`config.mk`:
```
export PLATFORM = sky130hd
export DESIGN_NAME = pwm_leadin_array
export DESIGN_NICKNAME = d
export VERILOG_FILES = /design/src/rtl/pwm_pkg.sv /design/src/rtl/pwm_bus_dec.sv /design/src/rtl/pwm_chan.sv /design/src/rtl/pwm_leadin_array.sv
export SDC_FILE = /design/constraint.sdc
export NUM_CORES = 2
export LEC_CHECK = 0
export ABC_AREA = 1
export BUFFER_PORTS_ARGS = -buffer_cell sky130_fd_sc_hd__buf_2
export CAP_MARGIN = 40
export CORE_MARGIN = 1
export CORE_UTILIZATION = 35
export CTS_BUF_LIST = sky130_fd_sc_hd__clkbuf_8
export DETAILED_ROUTE_END_ITERATION = 6
export GPL_ROUTABILITY_DRIVEN = 0
export HOLD_SLACK_MARGIN = 0.02
export SYNTH_ARGS = -nofsm -noshare
export SYNTH_HDL_FRONTEND = slang
export SYNTH_SLANG_ARGS = --single-unit
```
`constraint.sdc`:
```
create_clock -name clk -period 3.09 [get_ports clk]
set_input_delay 0.927 -clock clk [delete_from_list [all_inputs] [get_ports clk]]
set_output_delay 0.927 -clock clk [all_outputs]
set_load 0.03 [all_outputs]
```
`src/rtl/pwm_pkg.sv`:
```
package pwm_pkg;
  // Phase of one channel's sequencer
  typedef enum logic [1:0] {
    PH_IDLE = 2'd0,
    PH_LEAD = 2'd1,
    PH_HIGH = 2'd2,
    PH_LOW  = 2'd3
  } phase_e;

  localparam int DEF_NUM_CH   = 6;
  localparam int DEF_ADDR_W   = 8;
  localparam int DEF_PH_W     = 16;
  localparam int DEF_RPT_W    = 16;
  localparam int DEF_TIM_BASE = 'h20;
endpackage

```
`src/rtl/pwm_bus_dec.sv`:
```
module pwm_bus_dec #(
  parameter int NUM_CH   = 6,
  parameter int ADDR_W   = 8,
  parameter int TIM_BASE = 'h20
) (
  input  logic [ADDR_W-1:0] addr,
  output logic [NUM_CH-1:0] ctl_sel,
  output logic [NUM_CH-1:0] tim_sel,
  output logic              hit
);
  // One compare per channel and register; any other address selects nothing
  for (genvar i = 0; i < NUM_CH; i++) begin : g_sel
    localparam int CTL_ADDR = 4 * i;
    localparam int TIM_ADDR = TIM_BASE + 4 * i;
    assign ctl_sel[i] = (addr == ADDR_W'(CTL_ADDR));
    assign tim_sel[i] = (addr == ADDR_W'(TIM_ADDR));
  end

  assign hit = |{ctl_sel, tim_sel};
endmodule

```
`src/rtl/pwm_chan.sv`:
```
module pwm_chan
  import pwm_pkg::*;
#(
  parameter int PH_W   = 16,
  parameter int RPT_W  = 16,
  parameter int DATA_W = 2 * PH_W
) (
  input  logic              clk,
  input  logic              rst,
  input  logic              ctl_we,
  input  logic              tim_we,
  input  logic [DATA_W-1:0] wdata,
  output logic [DATA_W-1:0] ctl_q,
  output logic [DATA_W-1:0] tim_q,
  output logic              pwm_o
);
  localparam int LEAD_W = DATA_W - 1 - RPT_W;
  localparam int CNT_W  = (LEAD_W > PH_W) ? LEAD_W : PH_W;

  // Arithmetic kept in functions so the rules stay readable
  function automatic logic [CNT_W-1:0] len_to_remain(input logic [PH_W-1:0] len);
    return (len == '0) ? '0 : CNT_W'(len - PH_W'(1));
  endfunction

  function automatic logic rpt_reached(input logic [RPT_W-1:0] done,
                                       input logic [RPT_W-1:0] lim);
    return (lim != '0) && (({1'b0, done} + (RPT_W+1)'(1)) >= {1'b0, lim});
  endfunction

  // Registers seen by software
  logic              en_q;
  logic [LEAD_W-1:0] lead_q;
  logic [RPT_W-1:0]  rpt_q;
  logic [PH_W-1:0]   hi_q, lo_q;
  // Running state
  logic [PH_W-1:0]   act_hi, act_lo;
  phase_e            phase_q;
  logic [CNT_W-1:0]  remain_q;
  logic [RPT_W-1:0]  done_q;

  // Decoded write fields
  logic              wr_en;
  logic [LEAD_W-1:0] wr_lead;
  logic [RPT_W-1:0]  wr_rpt;
  assign wr_en   = wdata[DATA_W-1];
  assign wr_lead = wdata[RPT_W +: LEAD_W];
  assign wr_rpt  = wdata[RPT_W-1:0];

  // Named events
  logic turn_on, turn_off, phase_done, lead_done, period_end, last_period, self_stop;
  assign turn_off    = ctl_we && !wr_en;
  assign phase_done  = (phase_q != PH_IDLE) && (remain_q == '0);
  assign lead_done   = phase_done && (phase_q == PH_LEAD);
  assign period_end  = phase_done &&
                       ((phase_q == PH_LOW) || (phase_q == PH_HIGH && act_lo == '0));
  assign last_period = rpt_reached(done_q, rpt_q);
  assign self_stop   = period_end && last_period;
  assign turn_on     = ctl_we && wr_en && (!en_q || self_stop);

  // First phase of a new period, taken from the software copy
  phase_e           st_phase;
  logic [CNT_W-1:0] st_remain;
  always_comb begin
    if (hi_q != '0) begin
      st_phase  = PH_HIGH;
      st_remain = len_to_remain(hi_q);
    end else begin
      st_phase  = PH_LOW;
      st_remain = len_to_remain(lo_q);
    end
  end

  always_ff @(posedge clk) begin
    if (rst) begin
      en_q     <= 1'b0;
      lead_q   <= '0;
      rpt_q    <= '0;
      hi_q     <= '0;
      lo_q     <= '0;
      act_hi   <= '0;
      act_lo   <= '0;
      phase_q  <= PH_IDLE;
      remain_q <= '0;
      done_q   <= '0;
    end else begin
      if (tim_we) begin
        hi_q <= wdata[PH_W +: PH_W];
        lo_q <= wdata[PH_W-1:0];
      end
      if (ctl_we) begin
        en_q   <= wr_en;
        lead_q <= wr_lead;
        rpt_q  <= wr_rpt;
      end else if (self_stop) begin
        en_q <= 1'b0;
      end

      if (turn_off) begin
        phase_q <= PH_IDLE;
      end else if (turn_on) begin
        done_q <= '0;
        if (wr_lead == '0) begin
          phase_q  <= st_phase;
          remain_q <= st_remain;
          act_hi   <= hi_q;
          act_lo   <= lo_q;
        end else begin
          phase_q  <= PH_LEAD;
          remain_q <= CNT_W'(wr_lead - LEAD_W'(1));
        end
      end else if (phase_q != PH_IDLE && remain_q != '0) begin
        remain_q <= remain_q - CNT_W'(1);
      end else if (lead_done) begin
        phase_q  <= st_phase;
        remain_q <= st_remain;
        act_hi   <= hi_q;
        act_lo   <= lo_q;
      end else if (phase_q == PH_HIGH && act_lo != '0) begin
        phase_q  <= PH_LOW;
        remain_q <= len_to_remain(act_lo);
      end else if (period_end) begin
        done_q <= done_q + RPT_W'(1);
        if (last_period) begin
          phase_q <= PH_IDLE;
        end else begin
          phase_q  <= st_phase;
          remain_q <= st_remain;
          act_hi   <= hi_q;
          act_lo   <= lo_q;
        end
      end
    end
  end

  assign pwm_o = (phase_q == PH_HIGH);
  assign ctl_q = {en_q, lead_q, rpt_q};
  assign tim_q = {hi_q, lo_q};

  // Assertions
  AST_OFF_IS_LOW: assert property (@(posedge clk) disable iff (rst)
    !en_q |-> !pwm_o);
  AST_DISABLE_CUTS: assert property (@(posedge clk) disable iff (rst)
    (ctl_we && !wr_en) |=> !pwm_o);
  AST_SELF_STOP_CLEARS: assert property (@(posedge clk) disable iff (rst)
    (self_stop && !ctl_we) |=> (!en_q && !pwm_o));
  AST_MID_PERIOD_HOLD: assert property (@(posedge clk) disable iff (rst)
    ((phase_q == PH_HIGH || phase_q == PH_LOW) && !period_end)
      |=> ($stable(act_hi) && $stable(act_lo)));
  AST_LOW_ZERO_STAYS_HIGH: assert property (@(posedge clk) disable iff (rst)
    (phase_q == PH_HIGH && act_lo == '0 && period_end && !last_period &&
     hi_q != '0 && !ctl_we && !tim_we) |=> pwm_o);
  AST_LEAD_STARTS_LOW: assert property (@(posedge clk) disable iff (rst)
    (turn_on && !turn_off && wr_lead != '0) |=> !pwm_o);
endmodule

```
`src/rtl/pwm_leadin_array.sv`:
```
module pwm_leadin_array
  import pwm_pkg::*;
#(
  parameter int NUM_CH   = DEF_NUM_CH,
  parameter int ADDR_W   = DEF_ADDR_W,
  parameter int PH_W     = DEF_PH_W,
  parameter int RPT_W    = DEF_RPT_W,
  parameter int TIM_BASE = DEF_TIM_BASE
) (
  input  logic                clk,
  input  logic                rst,
  input  logic [ADDR_W-1:0]   bus_addr,
  input  logic                bus_we,
  input  logic [2*PH_W-1:0]   bus_wdata,
  output logic [2*PH_W-1:0]   bus_rdata,
  output logic [NUM_CH-1:0]   pwm_out
);
  localparam int DATA_W = 2 * PH_W;

  logic [NUM_CH-1:0] ctl_sel, tim_sel;
  logic              hit;
  logic [DATA_W-1:0] ctl_q [NUM_CH];
  logic [DATA_W-1:0] tim_q [NUM_CH];

  pwm_bus_dec #(
    .NUM_CH  (NUM_CH),
    .ADDR_W  (ADDR_W),
    .TIM_BASE(TIM_BASE)
  ) u_dec (
    .addr   (bus_addr),
    .ctl_sel(ctl_sel),
    .tim_sel(tim_sel),
    .hit    (hit)
  );

  for (genvar c = 0; c < NUM_CH; c++) begin : g_ch
    pwm_chan #(
      .PH_W  (PH_W),
      .RPT_W (RPT_W),
      .DATA_W(DATA_W)
    ) u_chan (
      .clk   (clk),
      .rst   (rst),
      .ctl_we(bus_we && ctl_sel[c]),
      .tim_we(bus_we && tim_sel[c]),
      .wdata (bus_wdata),
      .ctl_q (ctl_q[c]),
      .tim_q (tim_q[c]),
      .pwm_o (pwm_out[c])
    );
  end

  always_comb begin
    bus_rdata = '0;
    for (int c = 0; c < NUM_CH; c++) begin
      if (ctl_sel[c]) bus_rdata = bus_rdata | ctl_q[c];
      if (tim_sel[c]) bus_rdata = bus_rdata | tim_q[c];
    end
  end

  AST_UNMAPPED_READS_ZERO: assert property (@(posedge clk) disable iff (rst)
    !hit |-> (bus_rdata == '0));
  AST_ONE_REGISTER_SELECTED: assert property (@(posedge clk) disable iff (rst)
    $onehot0({ctl_sel, tim_sel}));
endmodule

```
**Word level (Yosys, flattened, before mapping)**

Cells that the tools add are included.

- Latch bits: 0
- Word-level logic and storage cells: 608
- Flip-flop bits (word level): 684
- Memory bits (read-only): 0
- Memories: 0
- Output and inout port bits: 38
- RAM bits: 0

- Order comparisons: 6
- Div/mod/pow operators: 0
- $add $sub $neg: 37
- Eq/ne operators: 71
- Shifts and indexed selects: 0
- Bitwise operators: 17
- $mul: 0
- Reductions and logical operators: 213
- Multiplexer cells: 210

Operators with widths:

| cell | number |
|---|---|
| $mux 16 | 138 |
| $logic_not 16->1 | 24 |
| $mux 32 | 12 |
| $reduce_bool 16->1 | 24 |
| $sub 16x1->16 const B | 24 |
| $or 32x32->32 | 11 |
| $add 16x1->17 const B | 6 |
| $ge 17x16->1 | 6 |
| $add 16x1->16 const B | 6 |
| $mux 2 | 42 |
| $logic_and 1x1->1 | 78 |
| $eq 8x6->1 const B | 6 |
| $ne 2x1->1 const B | 18 |
| $ne 3x1->1 const B | 12 |
| $reduce_and 6->1 | 6 |
| $reduce_bool 2->1 | 18 |
| $ne 5x3->1 const B | 6 |
| $reduce_and 5->1 | 6 |
| $reduce_bool 5->1 | 6 |
| $eq 2x2->1 const B | 12 |
| $reduce_bool 4->1 | 6 |
| $mux 1 | 18 |
| $reduce_and 3->1 | 6 |
| $reduce_bool 3->1 | 6 |
| other kinds (13) | 57 |

**Longest topological paths before layout**

- Depth in word-level cells: 24
- Depth in mapped cells: 31

**Modules after synthesis**

A second synthesis with hierarchy kept.

- Cells, all modules: 8182
- Area total of the unflattened synthesis: 49292.3 um^2

Modules (own cells, without submodules):

| module | sequential area each (um^2) | times used | area each (um^2) | cells an instance |
|---|---|---|---|---|
| pwm_chan (g_ch[0].u_chan ...) | 2282.2 | 5 | 7621.1 | 1230 |
| pwm_chan (g_ch[5].u_chan) | 2282.2 | 1 | 7617.3 | 1206 |
| pwm_leadin_array | 0.0 | 1 | 3359.5 | 777 |
| pwm_bus_dec | 0.0 | 1 | 210.2 | 49 |

**Worst setup path after synthesis**

No wires, ideal clock.

- Path kind: input -> output
- Start: input bus_addr[7]
- End: output bus_rdata[2]
- Setup slack: -0.344 ns
- Arrival: 2.507 ns
- Stages: 9
- Required time: 2.163 ns
- Path buffers: 2
- Cells stage by stage: nor2_1 inv_2 nor3_1 inv_1 nor2_1 clkbuf_1 buf_1 a221oi_1 nand3_1

- Word-level cells in the longest chain between the ends: 24
- Elaborated cells between the ends (all ways): 35
- Classes of those cells: eq/ne (11); mux (12); bitwise (11); reduce/logical (1)

Ends and longest elaborated chain:

| item | RTL line | source |
|---|---|---|
| start: declaration | pwm_leadin_array.sv:12 | `input logic [ADDR_W-1:0] bus_addr,` |
| $logic_not 8->1 | pwm_bus_dec.sv:15 | `assign ctl_sel[i] = (addr == ADDR_W'(CTL_ADDR));` |
| $mux 32 | pwm_leadin_array.sv:56 | `if (ctl_sel[c]) bus_rdata = bus_rdata \| ctl_q[c];` |
| $or 32x32->32 | pwm_leadin_array.sv:57 | `if (tim_sel[c]) bus_rdata = bus_rdata \| tim_q[c];` |
| $mux 32 | pwm_leadin_array.sv:57 |  |
| $or 32x32->32 | pwm_leadin_array.sv:56 |  |
| $mux 32 | pwm_leadin_array.sv:56 |  |
| $or 32x32->32 | pwm_leadin_array.sv:57 |  |
| $mux 32 | pwm_leadin_array.sv:57 |  |
| (+8 left out) | -- |  |
| $or 32x32->32 | pwm_leadin_array.sv:56 |  |
| $mux 32 | pwm_leadin_array.sv:56 |  |
| $or 32x32->32 | pwm_leadin_array.sv:57 |  |
| $mux 32 | pwm_leadin_array.sv:57 |  |
| $or 32x32->32 | pwm_leadin_array.sv:56 |  |
| $mux 32 | pwm_leadin_array.sv:56 |  |
| $or 32x32->32 | pwm_leadin_array.sv:57 |  |
| $mux 32 (*) | pwm_leadin_array.sv:57 |  |
| end: declaration | pwm_leadin_array.sv:15 | `output logic [2*PH_W-1:0] bus_rdata,` |

Every way passes the cells marked *; elsewhere a longest branch is shown, timed or not.

**Worst setup path after layout**

- Start: register g_ch[5].u_chan.done_q[1]
- End: register g_ch[5].u_chan.act_lo[15]

- Word-level cells in the longest chain between the ends: 8
- Elaborated cells between the ends (all ways): 13
- Classes of those cells: add/sub (1); order compare (1); eq/ne (4); mux (1); reduce/logical (6)

Ends and longest elaborated chain:

| item | RTL line | source |
|---|---|---|
| start: declaration | pwm_chan.sv:39 | `logic [RPT_W-1:0] done_q;` |
| start signal: assignment | pwm_chan.sv:122 | `done_q <= done_q + RPT_W'(1);` |
| $add 16x1->17 (*) | pwm_chan.sv:27 | `return (lim != '0) && (({1'b0, done} + (RPT_W+1)'(1)) >= {1'b0, lim});` |
| $ge 17x16->1 (*) | pwm_chan.sv:27 |  |
| $logic_and 1x1->1 (*) | pwm_chan.sv:27 |  |
| $logic_and 1x1->1 | pwm_chan.sv:57 | `assign self_stop = period_end && last_period;` |
| $logic_or 1x1->1 | pwm_chan.sv:58 | `assign turn_on = ctl_we && wr_en && (!en_q \|\| self_stop);` |
| $logic_and 1x1->1 | pwm_chan.sv:58 |  |
| $ne 3x1->1 (no line), or another cell as far along | -- |  |
| $reduce_and 6->1 (no line) | -- |  |
| end signal: assignment | pwm_chan.sv:106 | `act_lo <= lo_q;` |
| end signal: assignment | pwm_chan.sv:117 | `act_lo <= lo_q;` |
| end signal: assignment | pwm_chan.sv:129 | `act_lo <= lo_q;` |
| end: declaration | pwm_chan.sv:36 | `logic [PH_W-1:0] act_hi, act_lo;` |

Marks and branches as above.
A chain may end at the register's enable or synchronous reset.

==> impl_metrics.tcl <==
set metrics [dict create \
    status "complete, but fails checks" \
    violations "DRC, setup timing" \
    dr.pass1.iters 7 \
    async_reset_ff_share_pct 0 \
    syn_area_um2 43700 \
    setup-tns-final_ps -159180 \
    tightest_slew_ps 849 \
    synthAdderAreaFrac_pct 3.83 \
    arrival_ps 4470 \
    cp-start-kind "flip-flop" \
    die_x_um 356 \
    synth-seq-cells 684 \
    row_count 129 \
    final_hold_viol_count 0 \
    final_common_cell "nand2_1" \
    io_pins 81 \
    ys_seq_area_share_pct 31.3 \
    final_cell_mix "nand2_1, nor2_1, inv_1" \
    synth_compound_area_share_pct 22.8 \
    seq_area_um2 13700 \
    die_h_um 356 \
    area_growth_pct 36.7 \
    fin_area_um2 59800 \
    grt-ovfl-total 0 \
    synth_xor_area_share_pct 6.43 \
    numCtsBuffers 130 \
    cts_buffer_depth 3 \
    vias 51329 \
    p_leak_nw 26.6 \
    power_density_nw_per_um2 595 \
    cts_tree "built" \
    min_from "bus_wdata[20]" \
    synth-edff-count 0 \
    rsz0062_at_grt "true" \
    routed_wirelength_um 203000 \
    drive_gt1_share_pct 25.6 \
    cp_max_fo 8 \
    syn_inst 6662 \
    rr_startpoint "g_ch[5].u_chan.done_q[1]" \
    yosysTopAreaCellShare_pct 31.3 \
    dpl_worst_slack_ps -891 \
    ant_nets 0 \
    worst_ep_required_time_ps 3850 \
    synthFlopType "dfxtp_1" \
    slew_violations 0 \
    grt_usage_pct 30.8 \
    drc 29 \
    grt_pass1_vias 46187 \
    multi_input_area_um2 30000 \
    place_hpwl_um 149000 \
    clk_pin_slew_worst_paths_ps 70 \
    place_area_um2 51100 \
    timing.max_cap.violations 0 \
    skew_ps 61.8 \
    fin_nets 7504 \
    avgViaCountPerCell 5.66 \
    core_um2 124000 \
    synth_top_family_by_area "simple AND/OR/NAND/NOR gates" \
    hold_path_class "in -> reg" \
    wire_per_inst_um 22.4 \
    fillers 12121 \
    syn_nets 6839 \
    fin_crit_ps 3720 \
    clock_sinks 684 \
    htreeDepth 4 \
    max_freq_mhz 269 \
    synthSimpleGateAreaFrac_pct 26.0 \
    synth_mux_area_share_pct 0 \
    timing.final.ws_setup_ps -627 \
    ir_drop_mv 0.477 \
    clockRootBuffer "clkbuf_8" \
    yosysTopAreaCell "dfxtp_1" \
    hold_ws_ps 464 \
    slew_headroom_pct 42.7 \
    synth.avg_cell_area_um2 6.57 \
    yosys_warnings 0 \
    grt_max_degree 114 \
    clock_latency_ps 880 \
    start_util_pct 35.3 \
    antenna_found_initial 18 \
    drt_iter0_drc 6531 \
    synth_cell_types 65 \
    critPathKind "reg -> reg" \
    grt_first_pass_wirelength_um 294000 \
    finalSetupViolations 336 \
    dieArea_um2 126000 \
    placement.io_buffers 80 \
    endpoint_kind "flip-flop" \
    startpoint "g_ch[5].u_chan.done_q[1]" \
    final_util_pct 48.3 \
    fin_crit_sh_pct 120 \
    synthTopCellsByArea "dfxtp_1, nand2_1, o21ai_0" \
]
-- repair_timing --
action | CTS | global route
gates resized for setup | 718 | 351
setup buffers | 103 | 33
setup endpoints to repair | 338 | 339
hold endpoints to repair | 0 | 0
cloned | 31 | 9
hold buffers | 0 | 0
pin swaps | 197 | 178
-- critical path, cell delays in order (launching register included) --
cell       delay (ps)
dfxtp_4           360
ha_4              150
nand2_4            50
nor2_4             80
nand2_2            80
nor2_4            140
nand3_4            90
nor4_4            270
buf_4             180
nand2_4            50
xnor2_2           140
ha_1              320
a21oi_2           130
o21bai_1          100
a31oi_2           220
nand3_4           160
buf_6             140
nand3b_1          100
inv_1              90
o21ai_2           120
nand2_1           100
nor2_4            210
clkbuf_16         210
nand2_2            40
nand2_1            60
nor2_1             40
-- metal layers --
layer / track usage (%) / vias to the layer above / part of all wire [%]
met5: 0 / - / 0.062
met3: 8.22 / 758 / 12
met2: 44.5 / 3021 / 41
met4: 19.2 / 20 / 7.3
met1: 40.3 / 23779 / 40
li1: - / 23751 / -
-- path summary, 6_finish.rpt --
check,to,slack [ps],depth (start not counted)
setup / recovery,g_ch[5].u_chan.act_lo[15],-630,25
hold / removal,g_ch[3].u_chan.hi_q[4],460,3
setup reg to reg,g_ch[5].u_chan.act_lo[15],-630,25
hold reg to reg,g_ch[3].u_chan.act_lo[2],480,2
-- cells in the mapped netlist (6+ instances only) --
| cell | instances |
|---|---|
| o22ai_1 | 100 |
| a211oi_1 | 29 |
| o211ai_1 | 22 |
| buf_2 | 40 |
| xor2_1 | 262 |
| nor3_1 | 154 |
| or2_2 | 12 |
| dfxtp_1 | 684 |
| buf_6 | 16 |
| a21oi_1 | 735 |
| ha_1 | 134 |
| nand2_2 | 17 |
| a31oi_1 | 16 |
| nand3b_1 | 14 |
| xnor2_1 | 59 |
| inv_1 | 691 |
| o2111ai_1 | 6 |
| o21a_1 | 8 |
| inv_2 | 27 |
| nor2_1 | 852 |
| o21ai_0 | 743 |
| o31ai_1 | 10 |
| nor3_2 | 7 |
| nand3_1 | 315 |
| clkinv_1 | 14 |
| nand4_1 | 91 |
| nor2_2 | 44 |
| a221oi_1 | 96 |
| nor2_4 | 9 |
| nor4_1 | 45 |
| o21bai_1 | 9 |
| nand3_2 | 10 |
| nand2_1 | 1029 |
| clkbuf_1 | 250 |
| buf_1 | 15 |
| o21ai_1 | 25 |
| buf_4 | 14 |
-- report_power, final --
part	internal (W)	switching, W	leakage (nW)
clock network	0.00494	0.00444	1.47
logic	0.00621	0.00960	19.6
registers	0.00956	0.000821	5.53
-- flip-flops by register name, indices dropped and copies added (netlist names) --
signal and cells:
g_ch.u_chan.lead_q 90, g_ch.u_chan.rpt_q 96, g_ch.u_chan.remain_q 96, g_ch.u_chan.done_q 96, g_ch.u_chan.en_q 6, g_ch.u_chan.act_lo 96
g_ch.u_chan.phase_q 12, g_ch.u_chan.lo_q 96, g_ch.u_chan.hi_q 96
-- cells by family (layout without fill, tap and decap cells) --
group	after synthesis	count (layout)
AO/OA/AOI/OAI	1824	1824
XOR/XNOR	321	321
adder cells (fa/ha/maj)	134	134
buffers and inverters	1068	1825
flip-flops	684	684
other	0	6
AND/OR/NAND/NOR	2631	2632
-- final cells by class --
class | instances | area share (%)
multi-input combinational | 4911 | 50.1
inverter | 732 | 4.80
timing repair buffer | 867 | 14.3
sequential | 684 | 23.0
tap | 1637 | 3.43
antenna | 6 | 0.0251
timing repair inverter | 1 | 0.0188
clock buffer | 159 | 3.66
clock inverter | 66 | 0.745
-- metrics by stage --
step                instances  power (W)
CTS                      9028     0.0346
global route             9058     0.0376
detailed placement       8673     0.0241
floorplan                6662     0.0201
finish                   9063     0.0356
global placement         8673     0.0239
(Power assumes the default switching activity.)
